`config.mk`:
```
export PLATFORM = sky130hd
export DESIGN_NAME = key_wdog
export DESIGN_NICKNAME = d
export VERILOG_FILES = /design/src/rtl/key_wdog_pkg.sv /design/src/rtl/kw_counter.sv /design/src/rtl/kw_key_fsm.sv /design/src/rtl/kw_regs.sv /design/src/rtl/key_wdog.sv
export SDC_FILE = /design/constraint.sdc
export NUM_CORES = 1
export LEC_CHECK = 0
export ABC_AREA = 1
export BUFFER_PORTS_ARGS = -buffer_cell sky130_fd_sc_hd__buf_2
export CAP_MARGIN = 15
export CORE_MARGIN = 2
export CORE_UTILIZATION = 57
export CTS_CLUSTER_DIAMETER = 80
export DETAILED_ROUTE_END_ITERATION = 10
export PLACE_DENSITY = 0.72
export SLEW_MARGIN = 20
export SYNTH_ARGS = -nofsm -noshare
export SYNTH_HDL_FRONTEND = slang
export SYNTH_SLANG_ARGS = --single-unit
```
`constraint.sdc`:
```
create_clock -name clk_i -period 2.56 [get_ports clk_i]
set_input_delay 0.128 -clock clk_i [delete_from_list [all_inputs] [get_ports clk_i]]
set_output_delay 0.128 -clock clk_i [all_outputs]
set_load 0.05 [all_outputs]
```
`src/rtl/key_wdog_pkg.sv`:
```
package key_wdog_pkg;
  localparam int unsigned DW = 32;
  localparam int unsigned KW = 16;

  localparam logic [7:0] OFF_ID     = 8'h00;
  localparam logic [7:0] OFF_CNT_LO = 8'h10;
  localparam logic [7:0] OFF_CNT_HI = 8'h14;
  localparam logic [7:0] OFF_PRD_LO = 8'h18;
  localparam logic [7:0] OFF_PRD_HI = 8'h1C;
  localparam logic [7:0] OFF_TCTL   = 8'h20;
  localparam logic [7:0] OFF_GCTL   = 8'h24;
  localparam logic [7:0] OFF_WDCTL  = 8'h28;

  localparam int unsigned RUN_LSB  = 6;
  localparam int unsigned MODE_LSB = 2;
  localparam int unsigned EN_BIT   = 14;
  localparam int unsigned FLAG_BIT = 15;
  localparam int unsigned KEY_LSB  = 16;

  localparam logic [1:0]    MODE_WDOG = 2'd2;
  localparam logic [KW-1:0] KEY_ARM   = 16'hA5C6;
  localparam logic [KW-1:0] KEY_GO    = 16'hDA7E;

  typedef enum logic [2:0] {
    ST_IDLE, ST_PRE, ST_ACT, ST_SVC, ST_EXP
  } wd_state_e;
endpackage

```
`src/rtl/kw_counter.sv`:
```
module kw_counter #(
  parameter int unsigned HW = 32,
  parameter int unsigned NH = 2,
  localparam int unsigned CW = HW * NH
) (
  input  logic          clk_i,
  input  logic          rst_ni,
  input  logic          run_i,
  input  logic          tick_i,
  input  logic          clr_i,
  input  logic [NH-1:0] wr_i,
  input  logic [HW-1:0] wdata_i,
  input  logic [NH-1:0] rel_i,
  input  logic [CW-1:0] prd_i,
  output logic [CW-1:0] cnt_o,
  output logic          hit_o
);
  logic [NH:0] carry;

  assign hit_o    = (cnt_o == prd_i);
  assign carry[0] = run_i & tick_i & ~hit_o;

  for (genvar h = 0; h < NH; h++) begin : g_half
    logic [HW-1:0] q;
    assign cnt_o[h*HW +: HW] = q;
    assign carry[h+1] = carry[h] & (&q);
    always_ff @(posedge clk_i or negedge rst_ni) begin
      if (!rst_ni)        q <= '0;
      else if (!rel_i[h]) q <= '0;
      else if (clr_i)     q <= '0;
      else if (wr_i[h])   q <= wdata_i;
      else if (carry[h])  q <= q + 1'b1;
    end
  end
endmodule

```
`src/rtl/kw_key_fsm.sv`:
```
module kw_key_fsm
  import key_wdog_pkg::*;
(
  input  logic          clk_i,
  input  logic          rst_ni,
  input  logic          key_wr_i,
  input  logic [KW-1:0] key_i,
  input  logic          en_i,
  input  logic          mode_ok_i,
  input  logic          hit_i,
  output wd_state_e     state_o,
  output logic          clr_o,
  output logic          rst_pulse_o
);
  wd_state_e state_q, state_d;
  logic      rst_q;

  always_comb begin
    state_d = state_q;
    clr_o   = 1'b0;
    unique case (state_q)
      ST_IDLE:
        if (key_wr_i && key_i == KEY_ARM && en_i && mode_ok_i) state_d = ST_PRE;
      ST_PRE:
        if (key_wr_i) state_d = (key_i == KEY_GO && en_i) ? ST_ACT : ST_EXP;
      ST_ACT:
        if (hit_i)         state_d = ST_EXP;
        else if (key_wr_i) state_d = (key_i == KEY_ARM) ? ST_SVC : ST_EXP;
      ST_SVC:
        if (hit_i) state_d = ST_EXP;
        else if (key_wr_i) begin
          if (key_i == KEY_GO) begin
            state_d = ST_ACT;
            clr_o   = 1'b1;
          end else begin
            state_d = ST_EXP;
          end
        end
      default: state_d = ST_EXP;
    endcase
  end

  always_ff @(posedge clk_i or negedge rst_ni) begin
    if (!rst_ni) begin
      state_q <= ST_IDLE;
      rst_q   <= 1'b0;
    end else begin
      state_q <= state_d;
      rst_q   <= (state_d == ST_EXP) && (state_q != ST_EXP);
    end
  end

  assign state_o     = state_q;
  assign rst_pulse_o = rst_q;
endmodule

```
`src/rtl/kw_regs.sv`:
```
module kw_regs
  import key_wdog_pkg::*;
#(
  parameter int unsigned AW     = 8,
  parameter logic [31:0] ID_VAL = 32'h5744_0001
) (
  input  logic          clk_i,
  input  logic          rst_ni,
  input  logic [AW-1:0] addr_i,
  input  logic          we_i,
  input  logic [DW-1:0] wdata_i,
  input  logic          locked_i,
  input  logic          flag_i,
  input  logic [2*DW-1:0] cnt_i,
  output logic [2*DW-1:0] prd_o,
  output logic [1:0]    run_o,
  output logic [1:0]    rel_o,
  output logic [1:0]    mode_o,
  output logic [1:0]    cnt_wr_o,
  output logic          key_wr_o,
  output logic [DW-1:0] rdata_o
);
  logic wr_ok;
  logic [DW-1:0] rd_d, rd_q;

  function automatic logic hit_off(input logic [AW-1:0] a, input logic [7:0] off);
    return a == off[AW-1:0];
  endfunction

  assign wr_ok       = we_i & ~locked_i;
  assign cnt_wr_o[0] = wr_ok & hit_off(addr_i, OFF_CNT_LO);
  assign cnt_wr_o[1] = wr_ok & hit_off(addr_i, OFF_CNT_HI);
  assign key_wr_o    = we_i & hit_off(addr_i, OFF_WDCTL);

  always_ff @(posedge clk_i or negedge rst_ni) begin
    if (!rst_ni) begin
      prd_o  <= '0;
      run_o  <= '0;
      rel_o  <= '0;
      mode_o <= '0;
    end else if (wr_ok) begin
      if (hit_off(addr_i, OFF_PRD_LO)) prd_o[DW-1:0]    <= wdata_i;
      if (hit_off(addr_i, OFF_PRD_HI)) prd_o[2*DW-1:DW] <= wdata_i;
      if (hit_off(addr_i, OFF_TCTL))   run_o <= wdata_i[RUN_LSB +: 2];
      if (hit_off(addr_i, OFF_GCTL)) begin
        rel_o  <= wdata_i[1:0];
        mode_o <= wdata_i[MODE_LSB +: 2];
      end
    end
  end

  always_comb begin
    rd_d = '0;
    if      (hit_off(addr_i, OFF_ID))     rd_d = ID_VAL;
    else if (hit_off(addr_i, OFF_CNT_LO)) rd_d = cnt_i[DW-1:0];
    else if (hit_off(addr_i, OFF_CNT_HI)) rd_d = cnt_i[2*DW-1:DW];
    else if (hit_off(addr_i, OFF_PRD_LO)) rd_d = prd_o[DW-1:0];
    else if (hit_off(addr_i, OFF_PRD_HI)) rd_d = prd_o[2*DW-1:DW];
    else if (hit_off(addr_i, OFF_TCTL))   rd_d[RUN_LSB +: 2] = run_o;
    else if (hit_off(addr_i, OFF_GCTL))   rd_d[3:0] = {mode_o, rel_o};
    else if (hit_off(addr_i, OFF_WDCTL)) begin
      rd_d[FLAG_BIT] = flag_i;
      rd_d[EN_BIT]   = locked_i;
    end
  end

  always_ff @(posedge clk_i or negedge rst_ni) begin
    if (!rst_ni) rd_q <= '0;
    else         rd_q <= rd_d;
  end

  assign rdata_o = rd_q;
endmodule

```
`src/rtl/key_wdog.sv`:
```
module key_wdog
  import key_wdog_pkg::*;
#(
  parameter int unsigned AW     = 8,
  parameter logic [31:0] ID_VAL = 32'h5744_0001
) (
  input  logic          clk_i,
  input  logic          rst_ni,
  input  logic [AW-1:0] addr_i,
  input  logic          we_i,
  input  logic [31:0]   wdata_i,
  output logic [31:0]   rdata_o,
  input  logic          tick_i,
  output logic          timeout_o,
  output logic          wdog_rst_o
);
  localparam int unsigned NH = 2;
  localparam int unsigned CW = NH * DW;

  wd_state_e       state_w;
  logic [CW-1:0]   cnt_w, prd_w;
  logic [1:0]      run_w, rel_w, mode_w, cnt_wr_w;
  logic            key_wr_w, clr_w, hit_w, armed_w, locked_w;

  assign locked_w  = (state_w != ST_IDLE);
  assign armed_w   = (state_w == ST_ACT) || (state_w == ST_SVC);
  assign timeout_o = (state_w == ST_EXP);

  kw_regs #(.AW(AW), .ID_VAL(ID_VAL)) i_regs (
    .clk_i, .rst_ni, .addr_i, .we_i, .wdata_i,
    .locked_i (locked_w),
    .flag_i   (timeout_o),
    .cnt_i    (cnt_w),
    .prd_o    (prd_w),
    .run_o    (run_w),
    .rel_o    (rel_w),
    .mode_o   (mode_w),
    .cnt_wr_o (cnt_wr_w),
    .key_wr_o (key_wr_w),
    .rdata_o
  );

  kw_key_fsm i_fsm (
    .clk_i, .rst_ni,
    .key_wr_i    (key_wr_w),
    .key_i       (wdata_i[KEY_LSB +: KW]),
    .en_i        (wdata_i[EN_BIT]),
    .mode_ok_i   (mode_w == MODE_WDOG),
    .hit_i       (hit_w & armed_w),
    .state_o     (state_w),
    .clr_o       (clr_w),
    .rst_pulse_o (wdog_rst_o)
  );

  kw_counter #(.HW(DW), .NH(NH)) i_cnt (
    .clk_i, .rst_ni,
    .run_i   (armed_w && run_w != 2'd0),
    .tick_i,
    .clr_i   (clr_w),
    .wr_i    (cnt_wr_w),
    .wdata_i,
    .rel_i   (rel_w),
    .prd_i   (prd_w),
    .cnt_o   (cnt_w),
    .hit_o   (hit_w)
  );
endmodule

```
==> results.yml <==
synthesis:
  yosys_warnings: 0
  synth_xor_xnor_area_share_pct: 4.07
  synth_edf_count: 0
  async_flop_share_pct: 100
  synth_cells: 1639
  synth_ff_type: "dfrtp_1"
  syn-num-nets: 1685
  yosys.area_share.simple_pct: 33.5
  synth_mux_area_share_pct: 0
  synth.avg_cell_area_sq_um: 6.70
  synth-seq-area-share_pct: 38.7
  synth-compound-area-share_pct: 13.9
  ys_ff_latch: 170
  synth_top_family_by_area: "simple AND/OR/NAND/NOR gates"
  ys_types: 42
  syn-cell-area_sq_mm: 0.0110
  synth_fa_ha_area_share_pct: 0.228
worst_setup_path:
  crit_top_cell: "nand2_1"
  crit_chain: "inv_1 -> nand2_1 -> nand2_1 -> nor2_1 -> nand2_1 -> nor2_1 -> nand2_1 -> nor2_2 -> nand3_2 -> nand2_2 -> nand2_1 -> nor2_1 -> nand2_1 -> nand2_1"
  ff2ff_setup_slack_ns: 0.12
  r2r_cells: 14
  critPathSlowestCell: "dfrtp_1"
  cpLargestDelayFamily: "simple AND/OR/NAND/NOR gates"
  reg2reg_from: "i_cnt.g_half[0].q[25]"
  worst_ep_required_time_ns: 2.93
  cp-end-kind: "register"
  regToRegEndpoint: "i_cnt.g_half[1].q[21]"
  critPathKind: "register to register"
  worst-path-buf-inv: 1
  critPathArrivalTime_ns: 2.81
  max_stage_delay_ns: 0.46
  critPathMaxFanout: 7
  startpoint_type: "register"
clock_network:
  clk_path_buf_depth: 2
  clock_latency_ns: 0.44
  root_buffer: "clkbuf_16"
  htreeDepth: 4
  cts_tree: "done"
  path_clk_slew_ns: 0.07
  cts_buffers: 17
  cts.sinks: 170
sta:
  rsz0062_at_grt: "false"
  finClkSkew_ns: 0.0165
  max_freq_ghz: 0.410
  maxSlewViolCount: 0
  hold_viol: 0
  min_period_ns: 2.44
  tightest_slew_ns: 1.09
  setup_tns_ns: 0
  finalCritPeriodShare_pct: 95.3
  setup_ws_ns: 0.120
  setup_viol: 0
  relSlewSlack_pct: 27.5
cells_and_area:
  fillers: 1760
  fin_nets: 1758
  antenna_cells: 0
  seqCellArea_sq_mm: 0.00426
  multi_input_area_sq_mm: 0.00569
  drive_gt1_share_pct: 12.6
  area_growth_pct: 12.6
global_route:
  overflow: 0
  grt_pass1_vias: 10300
  grt_start_max_net_pins: 67
  track_usage_pct: 38.8
  antenna_found_initial: 1
  grt_first_pass_wirelength_um: 59200
power_and_ir_drop:
  leakagePower_nw: 6.24
  peakVddDrop_mv: 0.391
  cellPowerDensity_mw_per_mm2: 433
  p_total_mw: 5.36
die:
  start_util_pct: 58.3
  die_w_um: 143
  core_sq_mm: 0.0188
  fp-row-count: 50
  ios: 78
  die_area_sq_mm: 0.0204
  die_y_um: 143
detailed_routing:
  avgRoutedWirePerCell_um: 19.4
  drc: 0
  routed_wl_um: 38500
  drt_pre_antenna_iters: 6
  ant_nets: 0
  vias: 11500
  drtIter0Drc: 1349
  viasPerCell: 5.81
min_path:
  min-delay-path-class: "input pin to register"
  min_delay_worst_endpoint: "i_regs.prd_o[15]"
  hold_depth: 3
  min_from: "wdata_i[15]"
run:
  drv_cap: 0
placement:
  place_hpwl_um: 28700
  place_congestion: 0.978
  dpl_worst_slack_ns: 0.158
  io_buffer_count: 77
outcome:
  run_status: "completed"
-- per-stage QoR --
step	instances	util (%)	hold slack, ns	area, sq um
floorplan	1639	-	-0.168	11000
global placement	1952	62.8	0.160	11800
detailed placement	1952	62.8	0.165	11800
CTS	1983	65.6	0.0442	12400
global route	1983	65.7	0.0598	12400
finish	1983	65.7	0.0676	12400
-- power breakdown --
group | internal, mW | total (mW) | leakage [nW] | switching (mW)
registers | 2.69 | 2.69 | 2.37 | 0.00154
clock network | 1.33 | 2.44 | 0.251 | 1.11
logic | 0.0502 | 0.226 | 3.62 | 0.176
total | 4.06 | 5.36 | 6.24 | 1.29
-- cell usage after synthesis, drive strengths merged (29+ instances only) --
cell type | n | area, sq um
a21oi | 40 | 200
buf | 29 | 164
clkbuf | 46 | 173
dfrtp | 170 | 4250
inv | 187 | 704
nand2 | 569 | 2150
nand3 | 48 | 250
nand4 | 64 | 400
nor2 | 157 | 618
nor3 | 43 | 215
o211ai | 32 | 240
o21ai | 151 | 756
xor2 | 49 | 429
-- sequential cells by signal (all words and copies together), names as in the netlist --
name,flops
i_fsm.rst_pulse_o,1
i_fsm.state_o,3
i_regs.rel_o,2
i_regs.mode_o,2
i_cnt.g_half.q,64
i_regs.run_o,2
i_regs.rdata_o,32
i_regs.prd_o,64
-- what timing repair did --
item,4_1_cts,5_1_grt
endpoints found under the setup margin,0,31
hold buffers,1,0
gates resized for setup,0,3
endpoints found under the hold margin,62,0
setup buffers,0,0
-- cells by family after synthesis --
| logic type | count (synthesis) |
|---|---|
| compound gates | 263 |
| xor+xnor | 51 |
| fa+ha+maj | 2 |
| buf+inv | 266 |
| flops | 170 |
| simple gates | 887 |
-- how the worst max path moves through the flow --
stage / startpoint / to / cells after the start
global route: i_cnt.g_half[1].q[1] / i_cnt.g_half[1].q[28] / 13
detailed placement: i_cnt.g_half[0].q[25] / i_cnt.g_half[1].q[26] / 13
global placement: i_cnt.g_half[0].q[25] / i_cnt.g_half[1].q[24] / 13
floorplan: i_fsm.state_o[0] / i_regs.rdata_o[15] / 5
CTS: i_cnt.g_half[0].q[25] / i_cnt.g_half[1].q[21] / 14
finish: i_cnt.g_half[0].q[25] / i_cnt.g_half[1].q[21] / 14
-- placed cells by master, fill, tap and decap left out, types with 13 or more instances in the layout --
cell type  netlist  routed
nand2_1        566     563
dfrtp_1        170     169
o21ai_0        151     151
nor2_1         151     150
inv_1          143     143
buf_2           20      76
nand4_1         64      64
xor2_1          49      49
nand3_1         46      46
buf_4            4      46
nor3_1          43      43
inv_2           43      43
a21oi_1         40      40
o211ai_1        32      32
clkbuf_16        0      17
o221ai_1        13      13
-- routing by layer --
| layer | global-route usage [%] | vias up | share of wire [%] | routed length [um] |
|---|---|---|---|---|
| li1 | - | 5449 | - | - |
| met1 | 59.4 | 5313 | 43 | 16500 |
| met2 | 54.3 | 688 | 42 | 16300 |
| met3 | 9.59 | 78 | 13 | 4820 |
| met4 | 10.7 | 2 | 2.3 | 895 |
| met5 | 0 | - | 0.034 | 13 |
-- worst register-to-register path, delay by kind of cell, from the launching register on --
kind / cells / cell delay (ns)
AND/OR/NAND/NOR: 13 / 1.83
buffers and inverters: 1 / 0.11
flip-flops: 1 / 0.46
-- area by class of cell --
| class | instances | area share (%) |
|---|---|---|
| clock buffer | 19 | 3.50 |
| clock inverter | 11 | 0.789 |
| sequential | 170 | 34.4 |
| tap | 260 | 2.63 |
| inverter | 191 | 5.82 |
| multi-input combinational | 1203 | 46.0 |
| timing repair buffer | 129 | 6.85 |
No activity file was read; power rests on OpenSTA's default activity.
